$ cat src/rtl/prf_pkg.sv
package prf_pkg;
  // read port operation codes
  localparam logic [1:0] RD_GET    = 2'd0;
  localparam logic [1:0] RD_SHRINK = 2'd1;
  localparam logic [1:0] RD_PEEK   = 2'd2;
  // write port operation codes
  localparam logic WR_APPEND = 1'b0;
  localparam logic WR_OVER   = 1'b1;
  // finish port operation codes
  localparam logic FIN_UNSHRINK = 1'b0;
  localparam logic FIN_POP      = 1'b1;

  // strobes from control to storage
  typedef struct packed {
    logic wrEn;     // write storage this cycle
    logic replace;  // target the newest slot instead of the next free one
  } prfStrobe_t;
endpackage

$ cat src/rtl/prf_store.sv
module prf_store
  import prf_pkg::*;
#(
  parameter int DATA_W = 8,
  parameter int DEPTH  = 4,
  localparam int AW = $clog2(DEPTH)
) (
  input  logic              clk,
  input  prfStrobe_t        strobe,
  input  logic [AW-1:0]     appendIdx,
  input  logic [AW-1:0]     headIdx,
  input  logic [DATA_W-1:0] wrData,
  output logic [DATA_W-1:0] rdData
);
  logic [DATA_W-1:0] mem [DEPTH];
  logic [AW-1:0] wrIdx;

  always_comb begin
    wrIdx = strobe.replace ? appendIdx - AW'(1) : appendIdx;
  end

  always_ff @(posedge clk) begin
    if (strobe.wrEn) mem[wrIdx] <= wrData;
  end

  assign rdData = mem[headIdx];
endmodule

$ cat src/rtl/prf_ctrl.sv
module prf_ctrl
  import prf_pkg::*;
#(
  parameter int DEPTH = 4,
  localparam int AW = $clog2(DEPTH),
  localparam int PW = AW + 1
) (
  input  logic          clk,
  input  logic          rstN,
  input  logic          wrValid,
  input  logic          wrMode,
  output logic          wrAccept,
  input  logic          rdValid,
  input  logic [1:0]    rdMode,
  output logic          rdOk,
  input  logic          finValid,
  input  logic          finMode,
  output logic          finOk,
  output logic          canPut,
  output logic          canGet,
  output prfStrobe_t    strobe,
  output logic [AW-1:0] appendIdx,
  output logic [AW-1:0] headIdx
);
  // DEPTH must be a power of two: pointers carry one wrap bit
  logic [PW-1:0] wrPtr, rdPtr, relPtr;
  logic [PW-1:0] unread, held, used;
  logic [PW-1:0] afterRd, remain;
  logic rdLegal, rdRemove, rdFree, popOk, unshOk, doReplace, doAppend;

  always_comb begin
    unread   = wrPtr - rdPtr;
    held     = rdPtr - relPtr;
    used     = wrPtr - relPtr;
    canGet   = unread != '0;
    canPut   = used < PW'(DEPTH);

    rdLegal  = rdMode != 2'd3;
    rdOk     = rdValid && rdLegal && canGet;
    rdRemove = rdOk && (rdMode != RD_PEEK);
    rdFree   = rdOk && (rdMode == RD_GET);

    afterRd  = unread - PW'(rdRemove);
    popOk    = finValid && (finMode == FIN_POP) && (afterRd != '0);
    unshOk   = finValid && (finMode == FIN_UNSHRINK) && (held != '0);
    finOk    = popOk || unshOk;

    remain    = afterRd - PW'(popOk);
    doReplace = wrValid && (wrMode == WR_OVER) && (remain != '0);
    doAppend  = wrValid && !doReplace && canPut;
    wrAccept  = doReplace || doAppend;

    strobe.wrEn    = wrAccept;
    strobe.replace = doReplace;
    appendIdx      = wrPtr[AW-1:0];
    headIdx        = rdPtr[AW-1:0];
  end

  always_ff @(posedge clk or negedge rstN) begin
    if (!rstN) begin
      wrPtr  <= '0;
      rdPtr  <= '0;
      relPtr <= '0;
    end else begin
      wrPtr <= wrPtr + PW'(doAppend);
      rdPtr <= rdPtr + PW'(rdRemove) + PW'(popOk);
      if (unshOk) relPtr <= rdPtr + PW'(rdFree);
      else        relPtr <= relPtr + PW'(rdFree) + PW'(popOk);
    end
  end
endmodule

$ cat src/rtl/peek_release_fifo.sv
module peek_release_fifo
  import prf_pkg::*;
#(
  parameter int DATA_W = 8,
  parameter int DEPTH  = 4
) (
  input  logic              clk,
  input  logic              rstN,
  input  logic              wrValid,
  input  logic              wrMode,
  input  logic [DATA_W-1:0] wrData,
  output logic              wrAccept,
  input  logic              rdValid,
  input  logic [1:0]        rdMode,
  output logic [DATA_W-1:0] rdData,
  output logic              rdOk,
  input  logic              finValid,
  input  logic              finMode,
  output logic              finOk,
  output logic              canPut,
  output logic              canGet
);
  localparam int AW = $clog2(DEPTH);

  prfStrobe_t    strobe;
  logic [AW-1:0] appendIdx, headIdx;

  prf_ctrl #(.DEPTH(DEPTH)) u_ctrl (
    .clk(clk), .rstN(rstN),
    .wrValid(wrValid), .wrMode(wrMode), .wrAccept(wrAccept),
    .rdValid(rdValid), .rdMode(rdMode), .rdOk(rdOk),
    .finValid(finValid), .finMode(finMode), .finOk(finOk),
    .canPut(canPut), .canGet(canGet),
    .strobe(strobe), .appendIdx(appendIdx), .headIdx(headIdx)
  );

  prf_store #(.DATA_W(DATA_W), .DEPTH(DEPTH)) u_store (
    .clk(clk), .strobe(strobe), .appendIdx(appendIdx), .headIdx(headIdx),
    .wrData(wrData), .rdData(rdData)
  );
endmodule

$ cat config.mk
export PLATFORM = sky130hd
export DESIGN_NAME = peek_release_fifo
export DESIGN_NICKNAME = d
export VERILOG_FILES = /design/src/rtl/prf_pkg.sv /design/src/rtl/prf_store.sv /design/src/rtl/prf_ctrl.sv /design/src/rtl/peek_release_fifo.sv
export SDC_FILE = /design/constraint.sdc
export NUM_CORES = 1
export LEC_CHECK = 0
export BUFFER_PORTS_ARGS = -buffer_cell sky130_fd_sc_hd__buf_2
export CELL_PAD_IN_SITES_DETAIL_PLACEMENT = 1
export CELL_PAD_IN_SITES_GLOBAL_PLACEMENT = 2
export CORE_ASPECT_RATIO = 0.5
export CORE_MARGIN = 5
export CORE_UTILIZATION = 43
export DETAILED_ROUTE_END_ITERATION = 12
export PLACE_DENSITY_LB_ADDON = 0.08
export SYNTH_ARGS = -nofsm -noshare
export SYNTH_HDL_FRONTEND = slang
export SYNTH_HIERARCHICAL = 1
export SYNTH_SLANG_ARGS = --single-unit
export TNS_END_PERCENT = 100
$ cat constraint.sdc
create_clock -name clk -period 12.4 [get_ports clk]
set_input_delay 2.48 -clock clk [delete_from_list [all_inputs] [get_ports clk]]
set_output_delay 2.48 -clock clk [all_outputs]
set_load 0.005 [all_outputs]
### After elaboration in Yosys (flattened, before gate mapping)

Memories as Yosys holds them, arrays and structs flattened.
Index checks and enable logic that the tools add are counted.

| operators by class | value |
|---|---|
| add/sub/neg operators | 12 |
| order comparisons | 1 |
| eq/ne operators | 2 |
| mux-type cells | 4 |
| bitwise operators | 1 |
| reduce and logical (&&, ||, !) cells | 20 |

Operators by type and width:

| kind | count |
|---|---|
| adder 3 x 1 -> 3 bit | 6 |
| logical AND 1 bit | 12 |
| nonzero test 3 bit | 4 |
| subtractor 3 bit | 3 |
| subtractor 3 x 1 -> 3 bit | 2 |
| inequality test 2 bit, second input constant | 2 |
| < comparator 3 bit, second input constant | 1 |
| 2-to-1 mux 3 bit | 1 |
| logical NOT 2 bit | 1 |
| logical OR 1 bit | 2 |
| 2-to-1 mux 1 bit | 2 |
| 2-to-1 mux 2 bit | 1 |
| subtractor 2 x 1 -> 2 bit, second input constant | 1 |
| logical NOT 1 bit | 1 |
| inverter 1 bit | 1 |

| word-level totals | value |
|---|---|
| register bits | 9 |
| bits in writable memories | 32 |
| input bits | 17 |
| output and inout port bits | 13 |
| word-level logic and storage cells | 44 |
| memories | 1 |

Memory list:

| name | words | bits a word | rd ports | clocked after memory_dff | wr ports | line | RTL |
|---|---|---|---|---|---|---|---|
| u_store.mem | 4 | 8 | 1 | 0 | 1 | prf_store.sv:15 | `logic [DATA_W-1:0] mem [DEPTH];` |

### Longest topological paths before layout

Gate-level depths: netlist of run 1.

| depth | value |
|---|---|
| word-level depth | 16 |
| gate-level depth with buffers | 19 |
| gate-level depth less buffers | 19 |

### Cells and area by module

The synthesis of run 1 kept the hierarchy.

Modules (own cells, without submodules):

| module | instances | cells each | area an instance (um^2) | sequential area each (um^2) |
|---|---|---|---|---|
| prf_store | 1 | 52 | 1226.2 | 960.9 |
| prf_ctrl | 1 | 76 | 819.5 | 225.2 |

### Least setup slack after synthesis of run 1

Ideal clock, no wire load.

| path | value |
|---|---|
| path kind | input-to-output |
| start | input rdValid |
| end | output wrAccept |
| arrival time | 4.462 ns |
| data required time | 9.920 ns |
| slack | 5.458 ns |
| stages | 12 |
| path buffers | 0 |
| cells stage by stage | o21ai_0 -> or2_2 -> inv_1 -> ha_1 -> ha_1 -> xnor2_1 -> nand3_1 -> and3_1 -> ha_1 -> xor3_1 -> o21ai_1 -> a21oi_1 |

| between the ends | value |
|---|---|
| cells in the longest elaborated chain, start to end | 13 |

RTL lines:

| item | line | RTL |
|---|---|---|
| from (decl) | peek_release_fifo.sv:13 | `input logic rdValid,` |
| logical AND 1 bit (*) (2 in a row) | prf_ctrl.sv:39 | `rdOk = rdValid && rdLegal && canGet;` |
| logical AND 1 bit (*) | prf_ctrl.sv:40 | `rdRemove = rdOk && (rdMode != RD_PEEK);` |
| subtractor 3 x 1 -> 3 bit (*) | prf_ctrl.sv:43 | `afterRd = unread - PW'(rdRemove);` |
| nonzero test 3 bit | prf_ctrl.sv:44 | `popOk = finValid && (finMode == FIN_POP) && (afterRd != '0);` |
| logical AND 1 bit | prf_ctrl.sv:44 |  |
| subtractor 3 x 1 -> 3 bit (*) | prf_ctrl.sv:48 | `remain = afterRd - PW'(popOk);` |
| nonzero test 3 bit (*) | prf_ctrl.sv:49 | `doReplace = wrValid && (wrMode == WR_OVER) && (remain != '0);` |
| logical AND 1 bit (*) | prf_ctrl.sv:49 |  |
| logical NOT 1 bit | prf_ctrl.sv:50 | `doAppend = wrValid && !doReplace && canPut;` |
| logical AND 1 bit (2 in a row) | prf_ctrl.sv:50 |  |
| logical OR 1 bit (*) | prf_ctrl.sv:51 | `wrAccept = doReplace \|\| doAppend;` |
| to (decl) | peek_release_fifo.sv:12 | `output logic wrAccept,` |

Mark *: on every way between the ends. The rest lies on a longest branch, timed or not.

### Final worst setup path of run 1

Same ends and word-level chain as after synthesis.

==> impl_metrics.toml, run 1 <==
[status]
outcome = "finished clean"

[placement]
dp_hpwl_mm = 2.77
gp_congestion = 0.786
io_buffer_count = 29

[sta]
hold_viol_final = 0
fin_setup_tns_ps = 0
worst_clock_skew_ps = 6.99
rsz0062_at_grt = "false"
fin_crit_sh_pct = 59.9
finalSetupViolCount = 0
worstMarginPinSlew_ps = 920
slew_headroom_pct = 38.7
maxSlewViolCount = 0
period_needed_ps = 7430
max_freq_mhz = 135

[floorplanning]
start_util_pct = 45.6
die_y_um = 58.8
die_w_um = 108
ioPinCount = 30
core_area_um2 = 4490
design.die.area_um2 = 6320
row_count = 17

[synth]
synth_edf_count = 32
synthTopCellsByArea = "edfxtp_1, dfrtp_1, mux4_2, ha_1, xnor2_1"
synthFlopType = "edfxtp_1"
synth_area_um2 = 2050
syn_nets = 161
avgSynthCellArea_um2 = 16.0
netlist-cell-type-count = 31
synthCells = 128
synth_top_area_cell = "edfxtp_1"
synth_top_area_share_pct = 47.0
async_flop_share_pct = 22.0
ys_seq_area_share_pct = 58.0
ys_ff_latch = 41
yosysWarnings = 6

[drt]
wirelength_mm = 3.70
wl_per_cell_um = 16.5
drc = 0
vias = 1117
vias_per_cell = 4.99
ant_nets = 0
drt_pass1_iterations = 4
drtIter0Drc = 41

[clocking]
cts_buffers = 5
path_clk_slew_ps = 80
clkSinkCount = 41
clk_path_buf_depth = 2
tritoncts = "built"
cts_setup_buffers = 0
ctsHtreeMaxLevel = 2
cts_root_buf = "clkbuf_8"
insertion_delay_ps = 290
cts_resized = 0
postCtsHoldBufs = 0

[power]
powerDensity_nw_per_um2 = 276
p_leak_nw = 0.961
vdd_drop_max_mv = 0.155
power_uw = 637

[global_route]
grt_start_max_net_pins = 14
grt_remaining_overflow = 0
grt_usage_pct = 13.3
grt_pass1_vias = 1214
grt_pass1_wl_mm = 6.27
grt_antenna_before_repair = 0

[hold_path]
hold_depth = 1
min_from = "u_ctrl/wrPtr[2]"
hp-class = "reg -> reg"
holdPathEnd = "u_ctrl/wrPtr[2]"

[critical_path]
crit_path_end_kind = "primary output"
cp.arrival_ps = 4950
cp_max_fo = 3
r2r_slack_ps = 6790
reg2reg_to = "u_store/mem[1][2]"
reg2regPathDepth = 17
startpoint_type = "input port"
required_ps = 9920
r2r-start = "u_ctrl/rdPtr[0]"
critPathKind = "in -> out"

[layout]
layout.area.seq_um2 = 1190
area_growth_syn_to_layout_pct = 12.7
multi_input_area_um2 = 753
fill_cells = 478
antenna_cells = 0
nNetsFinal = 190
drive_gt1_share_pct = 32.3

[flow_run]
cap_violations = 0
[per-stage QoR]
| stage | cells | utilization [%] | cell area [um^2] | worst slack (ps) | hold slack [ps] |
|---|---|---|---|---|---|
| after floorplan | 128 | - | 2050 | 5460 | 505 |
| after global placement | 216 | 49.5 | 2220 | 5090 | 541 |
| after detailed placement | 216 | 49.5 | 2220 | 4980 | 552 |
| after CTS | 224 | 51.4 | 2310 | 4970 | 568 |
| after global routing | 224 | 51.4 | 2310 | 4790 | 602 |
| final | 224 | 51.4 | 2310 | 4970 | 568 |
[state kept, by name (all words and copies together) (netlist names)]
name	count
u_ctrl/rdPtr	3
u_ctrl/relPtr	3
u_ctrl/wrPtr	3
u_store/mem	32
[critical path: stages]
cell and delay, ps:
buf_2 70, o21ai_0 80, or2_2 330, inv_1 70
ha_1 140, ha_1 190, xnor2_1 130, nand3_1 150
and3_1 250, ha_1 210, xor3_1 340, o21ai_1 210
a21oi_1 150, buf_2 150
[how the worst max path moves through the flow]
stage	from	to	slack, ps	depth (start not counted)
after global placement	rdValid	wrAccept	5090	14
final	rdValid	wrAccept	4970	14
after floorplan	rdValid	wrAccept	5460	12
after CTS	rdValid	wrAccept	4970	14
after detailed placement	rdValid	wrAccept	4980	14
after global routing	rdValid	wrAccept	4790	14
[power breakdown]
part           total (mW)  switching, mW  internal [mW]
logic               0.309          0.143          0.166
clock network      0.0844         0.0455         0.0389
registers           0.244         0.0440          0.200
total               0.637          0.232          0.405
[Yosys cell counts, types with 2 or more instances]
| cell | instances |
|---|---|
| fa_1 | 3 |
| xnor2_1 | 7 |
| mux4_2 | 8 |
| nand3b_1 | 2 |
| buf_4 | 6 |
| a21oi_1 | 5 |
| or2_2 | 2 |
| edfxtp_1 | 32 |
| xor2_1 | 3 |
| ha_1 | 13 |
| inv_1 | 12 |
| nand2_1 | 2 |
| dfrtp_1 | 9 |
| and3_1 | 3 |
| or3b_1 | 2 |
| nor2_1 | 2 |
| mux2_4 | 2 |
| nand3_1 | 2 |
[per-layer routing]
layer | track usage (%) | vias to the layer above | routed length [um]
li1 | - | 522 | -
met1 | 17.6 | 558 | 1760
met2 | 21.4 | 32 | 1670
met3 | 4.49 | 5 | 222
met4 | 3.24 | 0 | 40
met5 | 0 | - | 0
[cells by family after synthesis]
logic type	after synthesis	share of synthesized area [%]
AO/OA/AOI/OAI	9	2.75
multiplexers	11	10.8
flip-flops	41	58.0
buffers and inverters	20	5.20
adder cells (fa/ha/maj)	16	10.9
AND/OR/NAND/NOR	19	5.63
XOR/XNOR	12	6.79
[placed cells by master, fill, tap and decap left out, drive strengths merged, types with 3 or more instances in the layout]
master,count
clkinv,3
and3,3
ha,13
mux4,8
inv,12
xor2,3
edfxtp,32
a21oi,5
xnor2,7
fa,3
clkbuf,5
dfrtp,9
buf,30
[area by class of cell]
type / count / area share (%)
inverters: 12 / 1.95
clock inverters: 3 / 0.760
repair buffers: 30 / 6.62
multi-input cells: 67 / 32.7
well taps: 66 / 3.58
clock buffers: 5 / 2.98
flip-flops and latches: 41 / 51.4
Note: power is estimated with default switching activity, not from simulation.
==> run 2: changes to the inputs <==
--- a/config.mk
+++ b/config.mk
@@ -10,7 +10,7 @@
 export CELL_PAD_IN_SITES_GLOBAL_PLACEMENT = 2
 export CORE_ASPECT_RATIO = 0.5
 export CORE_MARGIN = 5
-export CORE_UTILIZATION = 43
+export CORE_UTILIZATION = 36
 export DETAILED_ROUTE_END_ITERATION = 12
 export PLACE_DENSITY_LB_ADDON = 0.08
 export SYNTH_ARGS = -nofsm -noshare
==> constraint.sdc (replaced) <==
create_clock -name clk -period 6.4 [get_ports clk]
set_input_delay 1.28 -clock clk [delete_from_list [all_inputs] [get_ports clk]]
set_output_delay 1.28 -clock clk [all_outputs]
set_load 0.005 [all_outputs]
==> impl_metrics.toml, run 2 (same netlist as run 1, synthesis figures left out) <==
[status]
outcome = "finished clean"

[clocking]
clk_path_buf_depth = 2
path_clk_slew_ps = 50
postCtsHoldBufs = 0
cts_resized = 0
insertion_delay_ps = 270
cts_setup_buffers = 0
tritoncts = "built"
ctsHtreeMaxLevel = 2
cts_root_buf = "clkbuf_16"
cts_buffers = 5
clkSinkCount = 41

[critical_path]
crit_top_cell = "ha_1"
startpoint_type = "flip-flop"
critPathKind = "reg -> out"
crit_slowest_cell = "dfrtp_1"
worstPathCellList = "ha_1 > fa_1 > xor3_4 > o21ai_0 > or2_2 > inv_1 > ha_1 > ha_1 > xnor2_1 > nand3_1 > and3_1 > ha_1 > xor3_1 > o21ai_1 > a21oi_1 > buf_2"
cp_slowest_stage_delay_ps = 610
required_ps = 5120
cp_max_fo = 11
reg2regPathDepth = 17
crit_path_end_kind = "primary output"
cp.arrival_ps = 4430

[floorplanning]
die_y_um = 63.3
ioPinCount = 30
core_area_um2 = 5490
die_w_um = 117
design.die.area_um2 = 7380
row_count = 19
start_util_pct = 37.3

[global_route]
grt_pass1_wl_mm = 6.23
grt_pass1_vias = 1196
grt_antenna_before_repair = 0
grt_usage_pct = 10.9
grt_start_max_net_pins = 13
grt_remaining_overflow = 0

[drt]
vias = 1086
ant_nets = 0
wl_per_cell_um = 15.9
drtIter0Drc = 28
drt_pass1_iterations = 3
wirelength_mm = 3.68
vias_per_cell = 4.68
drc = 0

[layout]
drive_gt1_share_pct = 32.1
area_growth_syn_to_layout_pct = 16.1
largest_reg_flops = 32
stdcell_count = 232
layout_common_cells = "edfxtp_1, buf_2, ha_1"
final_common_cell = "edfxtp_1"
top_register = "u_store/mem"
utilization_pct = 43.3
antenna_cells = 0
nNetsFinal = 192

[hold_path]
hold_depth = 1
hp-class = "reg -> reg"

[sta]
period_needed_ps = 5710
rsz0062_at_grt = "false"
fin_crit_sh_pct = 89.2
worstMarginPinSlew_ps = 656
worst_clock_skew_ps = 2.49
maxSlewViolCount = 0
finalSetupViolCount = 0
hold_viol_final = 0
fin_setup_tns_ps = 0
setup_ws_ps = 690
max_freq_mhz = 175
slew_headroom_pct = 56.3

[power]
power_mw = 1.30
vdd_drop_max_mv = 0.199
powerDensity_nw_per_um2 = 546
p_leak_nw = 0.991

[placement]
dp_hpwl_mm = 2.79
place_ws_ps = 869
gp_congestion = 0.687
io_buffer_count = 29
dp.cells = 225

[flow_run]
cap_violations = 0
## run 2: cell types whose count changed in the layout (fill, tap and decap cells not counted)
cell / previous run / this run
buf_4: 1 / 3
clkbuf_1: 0 / 1
clkinv_2: 1 / 0
clkinv_4: 1 / 0
clkbuf_8: 5 / 0
clkbuf_16: 0 / 5
## run 2: final timing paths
path | start | to | slack, ps
min | u_ctrl/wrPtr[2] | u_ctrl/wrPtr[2] | 550
min in group asynchronous | rstN | u_ctrl/wrPtr[1] | 860
max in group asynchronous | rstN | u_ctrl/relPtr[1] | 5360
max | u_ctrl/rdPtr[0] | wrAccept | 690
max reg2reg | u_ctrl/rdPtr[0] | u_store/mem[2][5] | 1300
min reg2reg | u_ctrl/wrPtr[2] | u_ctrl/wrPtr[2] | 550
## run 2: cell type report
type	count	area, um^2
Clock buffer	6	129
Multi-Input combinational cell	67	753
Clock inverter	1	3.75
Timing Repair Buffer	32	168
Fill cell	564	3120
Tap cell	73	91.3
Sequential cell	41	1190
Inverter	12	45.0
## run 2: through the flow
step | hold WS, ps | instance area (um^2)
floorplan | 505 | 2050
global placement | 543 | 2240
detailed placement | 544 | 2240
CTS | 555 | 2380
global route | 587 | 2380
finish | 552 | 2380
## run 2: critical path, delay by kind of cell (launching register included)
kind | cells | cell delay, ps
AOI/OAI and AO/OA | 3 | 540
xor gates and xnor gates | 3 | 990
and+or+nand+nor | 3 | 570
DFF | 1 | 610
adders and majority gates | 5 | 1250
buffers and inverters | 2 | 190
## run 2: power breakdown
part           total (mW)  switching [mW]  internal [mW]
clock               0.225          0.0845          0.141
sequential          0.473          0.0853          0.388
combinational       0.598           0.272          0.326
total                1.30           0.442          0.855
## run 2: per-layer routing
| metal | vias up | part of all wire, % | track usage, % | wire length (um) |
|---|---|---|---|---|
| met3 | 2 | 4.3 | 2.58 | 157 |
| li1 | 528 | - | - | - |
| met1 | 535 | 50 | 15.5 | 1830 |
| met2 | 21 | 45 | 17.1 | 1660 |
| met4 | 0 | 0.73 | 2.15 | 27 |
| met5 | - | 0 | 0 | 0 |
